--- src/rtl/sram_lane_ctl_pkg.sv ---
package sram_lane_ctl_pkg;

    localparam int unsigned LANE_W = 8;
    localparam int unsigned LANES  = 2;
    localparam int unsigned DATA_W = LANE_W * LANES;

    typedef enum logic [2:0] {
        ST_IDLE,
        ST_SETUP,
        ST_STROBE,
        ST_HOLD,
        ST_TURN
    } ctl_state_e;

    typedef struct packed {
        logic cs_n;
        logic we_n;
        logic oe_n;
        logic lb_n;
        logic ub_n;
        logic dq_oe;
    } pin_set_t;

    localparam pin_set_t PINS_QUIET = '{cs_n: 1'b1, we_n: 1'b1, oe_n: 1'b1,
                                        lb_n: 1'b1, ub_n: 1'b1, dq_oe: 1'b0};

    // Round a nanosecond minimum up to whole clock periods, never below one.
    function automatic int unsigned ns_to_cycles(int unsigned ns, int unsigned period);
        int unsigned c;
        c = (ns + period - 1) / period;
        return (c == 0) ? 1 : c;
    endfunction

    function automatic int unsigned max3(int unsigned a, int unsigned b, int unsigned c);
        int unsigned m;
        m = (a > b) ? a : b;
        return (m > c) ? m : c;
    endfunction

    // Pin levels for the cycle spent in a given state.
    function automatic pin_set_t pins_for(ctl_state_e st, logic wr, logic [LANES-1:0] lanes);
        pin_set_t p;
        p = PINS_QUIET;
        if (st == ST_SETUP || st == ST_STROBE || st == ST_HOLD) begin
            p.cs_n  = 1'b0;
            p.lb_n  = ~lanes[0];
            p.ub_n  = ~lanes[1];
            p.dq_oe = wr;
            if (st == ST_STROBE) begin
                if (wr) p.we_n = 1'b0;
                else    p.oe_n = 1'b0;
            end
        end
        return p;
    endfunction

endpackage

--- src/rtl/sram_lane_ctl_timer.sv ---
module sram_lane_ctl_timer #(
    parameter int unsigned CNT_W = 4
) (
    input  logic             clk,
    input  logic             rst,
    input  logic             load,
    input  logic [CNT_W-1:0] load_val,
    output logic             done
);
    logic [CNT_W-1:0] cnt_q;

    always_ff @(posedge clk) begin
        if (rst)                cnt_q <= '0;
        else if (load)          cnt_q <= load_val;
        else if (cnt_q != '0)   cnt_q <= cnt_q - 1'b1;
    end

    assign done = (cnt_q == '0);
endmodule

--- src/rtl/sram_lane_ctl_merge.sv ---
module sram_lane_ctl_merge
    import sram_lane_ctl_pkg::*;
(
    input  logic [LANES-1:0]  lane_en,
    input  logic [DATA_W-1:0] raw,
    output logic [DATA_W-1:0] merged
);
    for (genvar g = 0; g < LANES; g++) begin : g_lane
        assign merged[g*LANE_W +: LANE_W] = lane_en[g] ? raw[g*LANE_W +: LANE_W] : '0;
    end
endmodule

--- src/rtl/sram_lane_ctl.sv ---
module sram_lane_ctl
    import sram_lane_ctl_pkg::*;
#(
    parameter int unsigned ADDR_W    = 17,
    parameter int unsigned CLK_NS    = 8,
    parameter int unsigned T_READ_NS = 70,
    parameter int unsigned T_WEN_NS  = 55,
    parameter int unsigned T_REL_NS  = 25
) (
    input  logic               clk,
    input  logic               rst,
    input  logic               req_valid,
    output logic               req_ready,
    input  logic [ADDR_W-1:0]  req_addr,
    input  logic               req_write,
    input  logic [DATA_W-1:0]  req_wdata,
    input  logic [LANES-1:0]   req_mask,
    output logic               rsp_valid,
    output logic [DATA_W-1:0]  rsp_rdata,
    output logic [ADDR_W-1:0]  mem_addr,
    output logic               mem_cs_n,
    output logic               mem_we_n,
    output logic               mem_oe_n,
    output logic               mem_lb_n,
    output logic               mem_ub_n,
    output logic [DATA_W-1:0]  mem_dq_out,
    input  logic [DATA_W-1:0]  mem_dq_in,
    output logic               mem_dq_oe
);
    localparam int unsigned SETUP_CYC = 1;
    localparam int unsigned HOLD_CYC  = 1;
    localparam int unsigned RD_CYC    = ns_to_cycles(T_READ_NS, CLK_NS);
    localparam int unsigned WP_CYC    = ns_to_cycles(T_WEN_NS, CLK_NS);
    localparam int unsigned TA_CYC    = ns_to_cycles(T_REL_NS, CLK_NS);
    localparam int unsigned MAX_CYC   = max3(RD_CYC, WP_CYC, TA_CYC);
    localparam int unsigned CNT_W     = $clog2(MAX_CYC + 1);

    ctl_state_e         state_q, state_d;
    logic               wr_q, wr_d;
    logic [LANES-1:0]   mask_q, mask_d;
    pin_set_t           pins_q;
    logic               accept, rsp_set, capture;
    logic               t_load, t_done;
    logic [CNT_W-1:0]   t_val;
    logic [DATA_W-1:0]  rd_merged;

    sram_lane_ctl_timer #(.CNT_W(CNT_W)) u_timer (
        .clk      (clk),
        .rst      (rst),
        .load     (t_load),
        .load_val (t_val),
        .done     (t_done)
    );

    sram_lane_ctl_merge u_merge (
        .lane_en (mask_q),
        .raw     (mem_dq_in),
        .merged  (rd_merged)
    );

    assign req_ready = (state_q == ST_IDLE);
    assign accept    = req_valid && req_ready;
    assign wr_d      = accept ? req_write : wr_q;
    assign mask_d    = accept ? req_mask  : mask_q;

    always_comb begin
        state_d = state_q;
        t_load  = 1'b0;
        t_val   = '0;
        rsp_set = 1'b0;
        capture = 1'b0;
        unique case (state_q)
            ST_IDLE: begin
                if (accept) begin
                    if (req_mask == '0) begin
                        rsp_set = 1'b1;
                    end else begin
                        state_d = ST_SETUP;
                        t_load  = 1'b1;
                        t_val   = CNT_W'(SETUP_CYC - 1);
                    end
                end
            end
            ST_SETUP: begin
                if (t_done) begin
                    state_d = ST_STROBE;
                    t_load  = 1'b1;
                    t_val   = wr_q ? CNT_W'(WP_CYC - 1) : CNT_W'(RD_CYC - 1);
                end
            end
            ST_STROBE: begin
                if (t_done) begin
                    t_load = 1'b1;
                    if (wr_q) begin
                        state_d = ST_HOLD;
                        t_val   = CNT_W'(HOLD_CYC - 1);
                    end else begin
                        state_d = ST_TURN;
                        t_val   = CNT_W'(TA_CYC - 1);
                        capture = 1'b1;
                        rsp_set = 1'b1;
                    end
                end
            end
            ST_HOLD: begin
                if (t_done) begin
                    state_d = ST_IDLE;
                    rsp_set = 1'b1;
                end
            end
            ST_TURN: begin
                if (t_done) state_d = ST_IDLE;
            end
            default: state_d = ST_IDLE;
        endcase
    end

    always_ff @(posedge clk) begin
        if (rst) begin
            state_q    <= ST_IDLE;
            wr_q       <= 1'b0;
            mask_q     <= '0;
            pins_q     <= PINS_QUIET;
            rsp_valid  <= 1'b0;
            rsp_rdata  <= '0;
            mem_addr   <= '0;
            mem_dq_out <= '0;
        end else begin
            state_q   <= state_d;
            wr_q      <= wr_d;
            mask_q    <= mask_d;
            pins_q    <= pins_for(state_d, wr_d, mask_d);
            rsp_valid <= rsp_set;
            if (capture)      rsp_rdata <= rd_merged;
            else if (rsp_set) rsp_rdata <= '0;
            if (accept && req_mask != '0) begin
                mem_addr   <= req_addr;
                mem_dq_out <= req_wdata;
            end
        end
    end

    assign mem_cs_n  = pins_q.cs_n;
    assign mem_we_n  = pins_q.we_n;
    assign mem_oe_n  = pins_q.oe_n;
    assign mem_lb_n  = pins_q.lb_n;
    assign mem_ub_n  = pins_q.ub_n;
    assign mem_dq_oe = pins_q.dq_oe;
endmodule

--- config.mk ---
export PLATFORM = sky130hd
export DESIGN_NAME = sram_lane_ctl
export DESIGN_NICKNAME = d
export VERILOG_FILES = /design/src/rtl/sram_lane_ctl_pkg.sv /design/src/rtl/sram_lane_ctl_timer.sv /design/src/rtl/sram_lane_ctl_merge.sv /design/src/rtl/sram_lane_ctl.sv
export SDC_FILE = /design/constraint.sdc
export NUM_CORES = 1
export LEC_CHECK = 0
export BUFFER_PORTS_ARGS = -buffer_cell sky130_fd_sc_hd__buf_2
export CORE_UTILIZATION = 30
export CTS_BUF_LIST = sky130_fd_sc_hd__clkbuf_16
export DETAILED_ROUTE_END_ITERATION = 8
export GPL_TIMING_DRIVEN = 0
export HOLD_SLACK_MARGIN = 0.02
export PLACE_DENSITY = 0.52
export SLEW_MARGIN = 25
export SYNTH_ARGS = -nofsm -noshare
export SYNTH_HDL_FRONTEND = slang
export SYNTH_SLANG_ARGS = --single-unit
--- constraint.sdc ---
create_clock -name clk -period 2.1 [get_ports clk]
set_clock_uncertainty 0.05 [all_clocks]
set_input_delay 0.42 -clock clk [delete_from_list [all_inputs] [get_ports clk]]
set_output_delay 0.42 -clock clk [all_outputs]
set_load 0.01 [all_outputs]
[Word level (Yosys, flattened, before mapping)]
Index checks and enable logic that the tools add are counted.
Operators by class
  reduce and logical (&&, ||, !) cells: 15
  multiplexer cells: 34
  bitwise gates (word level): 4
  eq/ne operators: 7
  $add $sub $neg: 1
Operator list (count)
  two-way mux 16 bit: 2
  two-way mux 3 bit: 6
  two-way mux 4 bit: 4
  two-way mux 8 bit: 2
  equality test 3 x 2 -> 1 bit (second input constant): 4
  case mux 3 bit (4 select lines): 1
  two-way mux 1 bit: 11
  two-way mux 2 bit: 4
  case mux 4 bit (2 select lines): 1
  equality test 3 x 1 -> 1 bit (second input constant): 2
  two-way mux 6 bit: 1
  nonzero test 2 bit: 3
  OR reduction 2 bit: 3
  zero test 4 bit: 1
  NOT 1 bit: 4
  nonzero test 4 bit: 1
  subtractor 4 x 1 -> 4 bit (second input constant): 1
  equality test 3 bit (second input constant): 1
  zero test 3 bit: 1
  case mux 1 bit (3 select lines): 1
  OR reduction 3 bit: 1
  logical AND 1 bit: 2
  zero test 2 bit: 1
  logical OR 1 bit: 2
  case mux 1 bit (2 select lines): 1
Word-level totals
  register bits: 66
  output and inout port bits: 57
  input port bits: 55

[Depth between registers and ports, before layout]
Gate-level depths: netlist of the first run.
  word-level depth: 9
  mapped depth: 8

[Cells and area by module]
Synthesis of the first run repeated with hierarchy kept, for this count alone.
Second synthesis, totals
  cell total of the unflattened synthesis: 295
  area, all modules: 2722.6 µm²
Modules (own cells, without submodules)
  sram_lane_ctl: area an instance 2393.5 µm², cells an instance 255, times used 1
  sram_lane_ctl_timer: area an instance 229.0 µm², cells an instance 24, times used 1
  sram_lane_ctl_merge: area an instance 100.1 µm², cells an instance 16, times used 1

[Worst setup path before layout of the first run]
No wires, ideal clock.
  path kind: reg2reg
  start: register u_timer.cnt_q[0]
  end: register rsp_rdata[0]
  arrival time: 1652 ps
  clock period less this slack: 1818 ps
  setup slack: 282 ps
  path buffers: 2
  library setup time: 117 ps
  stages on the path, launching flop included: 9
  cells stage by stage: dfxtp_1 > inv_1 > ha_1 > nor4b_4 > a32oi_2 > nor2b_4 > buf_6 > buf_8 > a22o_1
On the way
  word-level cells in the longest chain between the ends: 4
  elaborated cells between the ends (all ways): 7
  those cells by class: mux: 5; reduce/logical: 2
RTL lines
  start: declaration: line sram_lane_ctl_timer.sv:10  | logic [CNT_W-1:0] cnt_q;
  start signal: assignment: line sram_lane_ctl_timer.sv:14  | else if (load) cnt_q <= load_val;
  start signal: assignment: line sram_lane_ctl_timer.sv:15  | else if (cnt_q != '0) cnt_q <= cnt_q - 1'b1;
  zero test 4 bit (*): line sram_lane_ctl_timer.sv:18  | assign done = (cnt_q == '0);
  two-way mux 1 bit (on tied branches): line sram_lane_ctl.sv:106, sram_lane_ctl.sv:92
  case mux 1 bit (3 select lines) / two-way mux 1 bit (equally long branches): line sram_lane_ctl.sv:72  | unique case (state_q)
  nonzero test 2 bit (no source line) / two-way mux 16 bit (equally long branches)
  end signal: assignment: line sram_lane_ctl.sv:134  | if (capture) rsp_rdata <= rd_merged;
  end: declaration: line sram_lane_ctl.sv:19  | output logic [DATA_W-1:0] rsp_rdata,
Mark *: on every way between the ends. The rest lies on a longest branch, timed or not.
A chain may end at the register's enable or synchronous reset.

[Final worst setup path of the first run]
Same ends and word-level chain as after synthesis.

==> results of run 1 <==
[Yosys cell counts, types with 2 or more instances]
cell type | count | area [um2]
a21oi_1 | 36 | 180
dfxtp_1 | 66 | 1320
mux2i_1 | 3 | 30.0
mux2_2 | 2 | 22.5
buf_6 | 4 | 45.0
nand3_1 | 2 | 10.0
inv_1 | 2 | 7.51
nor3_1 | 2 | 10.0
buf_4 | 4 | 30.0
nor3b_2 | 3 | 37.5
nor4b_4 | 2 | 47.6
nand2_1 | 76 | 285
o21ai_0 | 2 | 10.0
clkbuf_1 | 7 | 26.3
a22o_1 | 16 | 140
nor2_1 | 9 | 33.8
[cell type report]
type	count	area, um2	area share
Inverter	2	7.51	0.00214
Buffer	17	121	0.0346
Timing Repair Buffer	114	581	0.165
Sequential cell	66	1320	0.376
Tap cell	102	128	0.0364
Clock buffer	9	225	0.0642
Clock inverter	7	61.3	0.0175
Multi-Input combinational cell	179	1060	0.303
[where the power goes]
group | internal [uW] | switching (uW) | total, uW
clock | 902 | 517 | 1420
combinational | 548 | 612 | 1160
sequential | 1410 | 89.1 | 1500
[critical path, stage by stage (launching register included)]
cell and delay [ns]:
dfxtp_1 0.32, inv_1 0.12, ha_4 0.18, nor4b_4 0.34, a32oi_2 0.19, nor2b_4 0.16
buf_6 0.13, buf_8 0.13, a22o_1 0.22
[sequential cells by signal, summed over array words and instances, names as in the netlist]
name	flops
mem_addr	17
mem_dq_out	16
rsp_rdata	16
u_timer.cnt_q	4
state_q	3
mask_q	2
mem_cs_n	1
mem_dq_oe	1
mem_lb_n	1
mem_oe_n	1
mem_ub_n	1
mem_we_n	1
rsp_valid	1
wr_q	1
[final timing paths]
kind                                                   end                           from  slack, ns  depth (start not counted)
worst min-delay path            rsp_rdata[10]$_SDFFE_PP0P_                  mem_dq_in[10]       0.25                          2
worst max-delay path             rsp_rdata[0]$_SDFFE_PP0P_  u_timer.cnt_q[0]$_SDFFE_PP0P_       0.14                          8
worst min register to register  mem_dq_out[4]$_SDFFE_PP0P_     mem_dq_out[4]$_SDFFE_PP0P_       0.40                          2
worst max register to register   rsp_rdata[0]$_SDFFE_PP0P_  u_timer.cnt_q[0]$_SDFFE_PP0P_       0.14                          8
[routing by layer]
metal	wire, um	track usage	share of wire	vias to the layer above
met2	2770	0.222	0.46	67
met5	0	0	0	-
met3	349	0.0439	0.059	7
li1	-	-	-	1146
met1	2760	0.183	0.46	1045
met4	79	0.0538	0.013	0
[through the flow]
| stage | total power [uW] | setup slack, ns |
|---|---|---|
| finish | 4080 | 0.145 |
| CTS | 4050 | -0.0177 |
| global route | 4340 | 0.00785 |
| floorplan | 2300 | 0.282 |
| global placement | 2610 | 0.00709 |
| detailed placement | 2610 | 0.00120 |
[cells by family (layout without fill, tap and decap cells)]
| logic type | count (synthesis) | in the layout |
|---|---|---|
| simple gates | 107 | 107 |
| buf+inv | 19 | 149 |
| mux | 5 | 5 |
| flops | 66 | 66 |
| xor+xnor | 1 | 1 |
| compound gates | 65 | 65 |
| fa+ha+maj | 1 | 1 |
[what timing repair did]
item                                   CTS  global route
setup endpoints to repair               12            17
endpoints found under the hold margin    0             0
cloned                                   0             0
gates resized for setup                  1             4
setup buffers                            0             4
pin swaps                                0             3
==> results.toml, run 1 <==
[drt]
first_pass_iters = 4
antenna_left = 0
routed_wirelength_um = 5960
drt-vias-per-instance = 4.57
drtIter0Drc = 94
routedWlPerCell_um = 12.0
drc = 0
vias = 2265

[finish]
mostFrequentLayoutCells = "buf_2, nand2_1, dfxtp_1"
instances_no_fill = 496
fillers = 795
area_growth_pct = 41.2
finalNetCount = 445
final_area_um2 = 3510
finish.utilization = 0.445
layout_commonest_cell = "buf_2"
layout-drive-gt1-share = 0.391
n_antenna_cell = 0

[grt]
grt_pass1_vias = 1996
grt_usage = 0.142
antenna_found_initial = 0
grt_max_degree = 12
overflow = 0
grt_pass1_wl_um = 9610

[flow_run]
cap_violations = 0

[placement]
dp.cells = 476
place_area_um2 = 3160
io_buffers = 110
dp_hpwl_um = 4320
gp_congestion = 0.756

[power_and_ir_drop]
ir_drop_uv = 519
p_leak_uw = 0.00165
powerDensity_nw_per_um2 = 1160

[floorplanning]
dieWidth_um = 93.0
start_util = 0.315
core_area_um2 = 7890
fp.dieH_um = 93.0
num_rows = 32
dieArea_um2 = 8650
boundaryPins = 112

[sta]
fin_tns_setup_ns = 0
fin_crit_ns = 1.96
period_share = 0.931
hold_ws_ns = 0.255
tightest_slew_ns = 0.521
drv_slew = 0
fmax_mhz = 511
rsz0062_at_grt = "false"
relSlewSlack = 0.652
setup_viol = 0
hold_viol = 0

[critical_path]
cp_max_fo = 10
start_kind = "flop"
worstSetupPathType = "reg -> reg"
cp.required_ns = 2.26
crit_arrival_ns = 2.12
end_kind = "flop"

[clock_tree]
cts_tree = "built"
clock-sinks = 66
h-tree-depth = 3
numCtsBuffers = 9
root_buffer = "clkbuf_16"
cts_buffer_depth = 2
clock_latency_ns = 0.32
cts_hold_buf = 0
path_clk_slew_ns = 0.05

[synthesis]
synth_seq_cells = 66
ys.flop_type = "dfxtp_1"
synth_xor_area_frac = 0.00352
syn-cell-area_um2 = 2480
synthAdderAreaFrac = 0.00504
synth_edf_count = 0
ys_warn_count = 0
ys_types = 44
yosysSeqAreaShare = 0.532
asyncSetResetFlopFracSynth = 0
syn_nets = 320
synth_top_family_by_area = "simple AND/OR/NAND/NOR gates"
netlist_instances = 264
syn_avg_cell_area_um2 = 9.41
synth_compound_area_frac = 0.175
synth_simple_gate_area_frac = 0.212
muxShareOfSynthArea = 0.0211

[min_path]
hold_path_class = "in -> reg"

[status]
status = "finished, final reports clean"
Power figures use the tool's default switching activity.
==> run 2: changes to the inputs <==
--- a/config.mk
+++ b/config.mk
@@ -11,7 +11,6 @@
 export DETAILED_ROUTE_END_ITERATION = 8
 export GPL_TIMING_DRIVEN = 0
 export HOLD_SLACK_MARGIN = 0.02
-export PLACE_DENSITY = 0.52
 export SLEW_MARGIN = 25
 export SYNTH_ARGS = -nofsm -noshare
 export SYNTH_HDL_FRONTEND = slang
==> results.toml, run 2 (synthesized netlist as in run 1, its figures left out) <==
[status]
status = "finished, final reports clean"

[critical_path]
worstSetupPathType = "reg -> reg"
cp.required_ns = 2.27
crit_path_start = "u_timer.cnt_q[0]$_SDFFE_PP0P_"
end_kind = "flop"
reg2reg_to = "rsp_rdata[2]$_SDFFE_PP0P_"
crit_arrival_ns = 2.13
timing.rr.start = "u_timer.cnt_q[0]$_SDFFE_PP0P_"
start_kind = "flop"
regToRegSetupSlack_ns = 0.13
reg2reg_depth = 9
cp_max_fo = 10

[min_path]
whs_path_depth = 2
hold_start = "mem_dq_in[12]"
hold_end = "rsp_rdata[12]$_SDFFE_PP0P_"
hold_path_class = "in -> reg"

[placement]
place_area_um2 = 3160
dp_hpwl_um = 4510
gp_congestion = 0.761
io_buffers = 110

[power_and_ir_drop]
ir_drop_uv = 450
p_leak_uw = 0.00163
finalPower_uw = 3970
powerDensity_nw_per_um2 = 1150

[clock_tree]
cts_hold_buf = 0
path_clk_slew_ns = 0.05
cts_buffer_depth = 2
clock-sinks = 66
numCtsBuffers = 9
root_buffer = "clkbuf_16"
cts_tree = "built"
h-tree-depth = 3
clock_latency_ns = 0.32

[sta]
rsz0062_at_grt = "false"
hold_viol = 0
relSlewSlack = 0.631
fin_tns_setup_ns = 0
tightest_slew_ns = 0.551
fmax_mhz = 508
period_share = 0.938
setup_viol = 0
fin_crit_ns = 1.97
drv_slew = 0

[finish]
finalNetCount = 444
largest_register_ffs = 17
top_regs = "mem_addr: 17 flops, mem_dq_out: 16 flops, rsp_rdata: 16 flops"
top_register = "mem_addr"
final_area_um2 = 3470
layout-drive-gt1-share = 0.392
finish.utilization = 0.440
n_antenna_cell = 0
area_growth_pct = 39.6
mostFrequentLayoutCells = "buf_2, nand2_1, dfxtp_1"
layout_commonest_cell = "buf_2"

[floorplanning]
core_area_um2 = 7890
start_util = 0.315
boundaryPins = 112
num_rows = 32
dieWidth_um = 93.0
fp.dieH_um = 93.0
dieArea_um2 = 8650

[grt]
grt_max_degree = 12
antenna_found_initial = 0
grt_pass1_wl_um = 9910
overflow = 0
grt_usage = 0.148
grt_pass1_vias = 2101

[drt]
antenna_left = 0
drc = 0
vias = 2277
first_pass_iters = 4
routedWlPerCell_um = 12.5
drt-vias-per-instance = 4.60
routed_wirelength_um = 6180
drtIter0Drc = 72

[flow_run]
cap_violations = 0
run 2: cell types whose count changed in the layout (fill, tap and decap cells not counted):
cell | before | now
ha_2 | 0 | 1
clkinv_1 | 2 | 1
bufinv_16 | 1 | 0
ha_4 | 1 | 0
clkinv_2 | 1 | 3
buf_4 | 8 | 7
run 2: final cells by class:
class	instances	area, um2
Fill cell	789	4420
Timing Repair Buffer	113	573
Inverter	2	7.51
Multi-Input combinational cell	179	1050
Buffer	17	121
Clock inverter	7	37.5
Tap cell	102	128
Sequential cell	66	1320
Clock buffer	9	225
run 2: how the worst max path moves through the flow:
| stage | endpoint | cells after the start | slack (ns) |
|---|---|---|---|
| 2_1_floorplan | rsp_rdata[0]$_SDFFE_PP0P_ | 8 | 0.28 |
| 3_3_place_gp | rsp_rdata[15]$_SDFFE_PP0P_ | 6 | -0.003 |
| 3_5_place_dp | rsp_rdata[12]$_SDFFE_PP0P_ | 6 | -0.05 |
| 4_1_cts | mem_lb_n$_SDFF_PP1_ | 6 | 0.02 |
| 5_1_grt | mem_dq_out[15]$_SDFFE_PP0P_ | 6 | 0.003 |
| 6_report | rsp_rdata[2]$_SDFFE_PP0P_ | 9 | 0.13 |
run 2: per-layer routing:
| layer | vias to the layer above | track usage | share of wire |
|---|---|---|---|
| met1 | 1059 | 0.186 | 0.46 |
| met3 | 7 | 0.0439 | 0.054 |
| li1 | 1148 | - | - |
| met2 | 63 | 0.235 | 0.47 |
| met5 | - | 0 | 0 |
| met4 | 0 | 0.0654 | 0.016 |
run 2: critical path: stages, from the launching register on:
cell	delay [ns]
dfxtp_1	0.33
inv_1	0.08
ha_2	0.23
nor4b_4	0.22
buf_4	0.18
a32oi_2	0.12
nor2b_4	0.17
buf_6	0.13
buf_8	0.13
a22o_1	0.23
run 2: what timing repair did:
| action | in CTS | in global routing |
|---|---|---|
| setup buffers | 0 | 3 |
| hold endpoints to repair | 0 | 0 |
| endpoints found under the setup margin | 12 | 24 |
| gates resized for setup | 2 | 2 |
| pin swaps | 0 | 2 |
run 2: power breakdown:
part | switching, uW | total, uW | internal [uW] | leakage [uW]
registers | 92.2 | 1500 | 1410 | 0.000538
logic | 617 | 1170 | 551 | 0.000966
clock network | 521 | 1300 | 782 | 0.000130
run 2: metrics by stage:
step           setup slack, ns  hold slack, ns  cells
3_5_place_dp           -0.0517           0.395    476
4_1_cts                 0.0181           0.244    492
2_1_floorplan            0.282           0.414    264
5_1_grt                0.00288           0.248    495
3_3_place_gp          -0.00253           0.390    476
6_report                 0.131           0.251    495
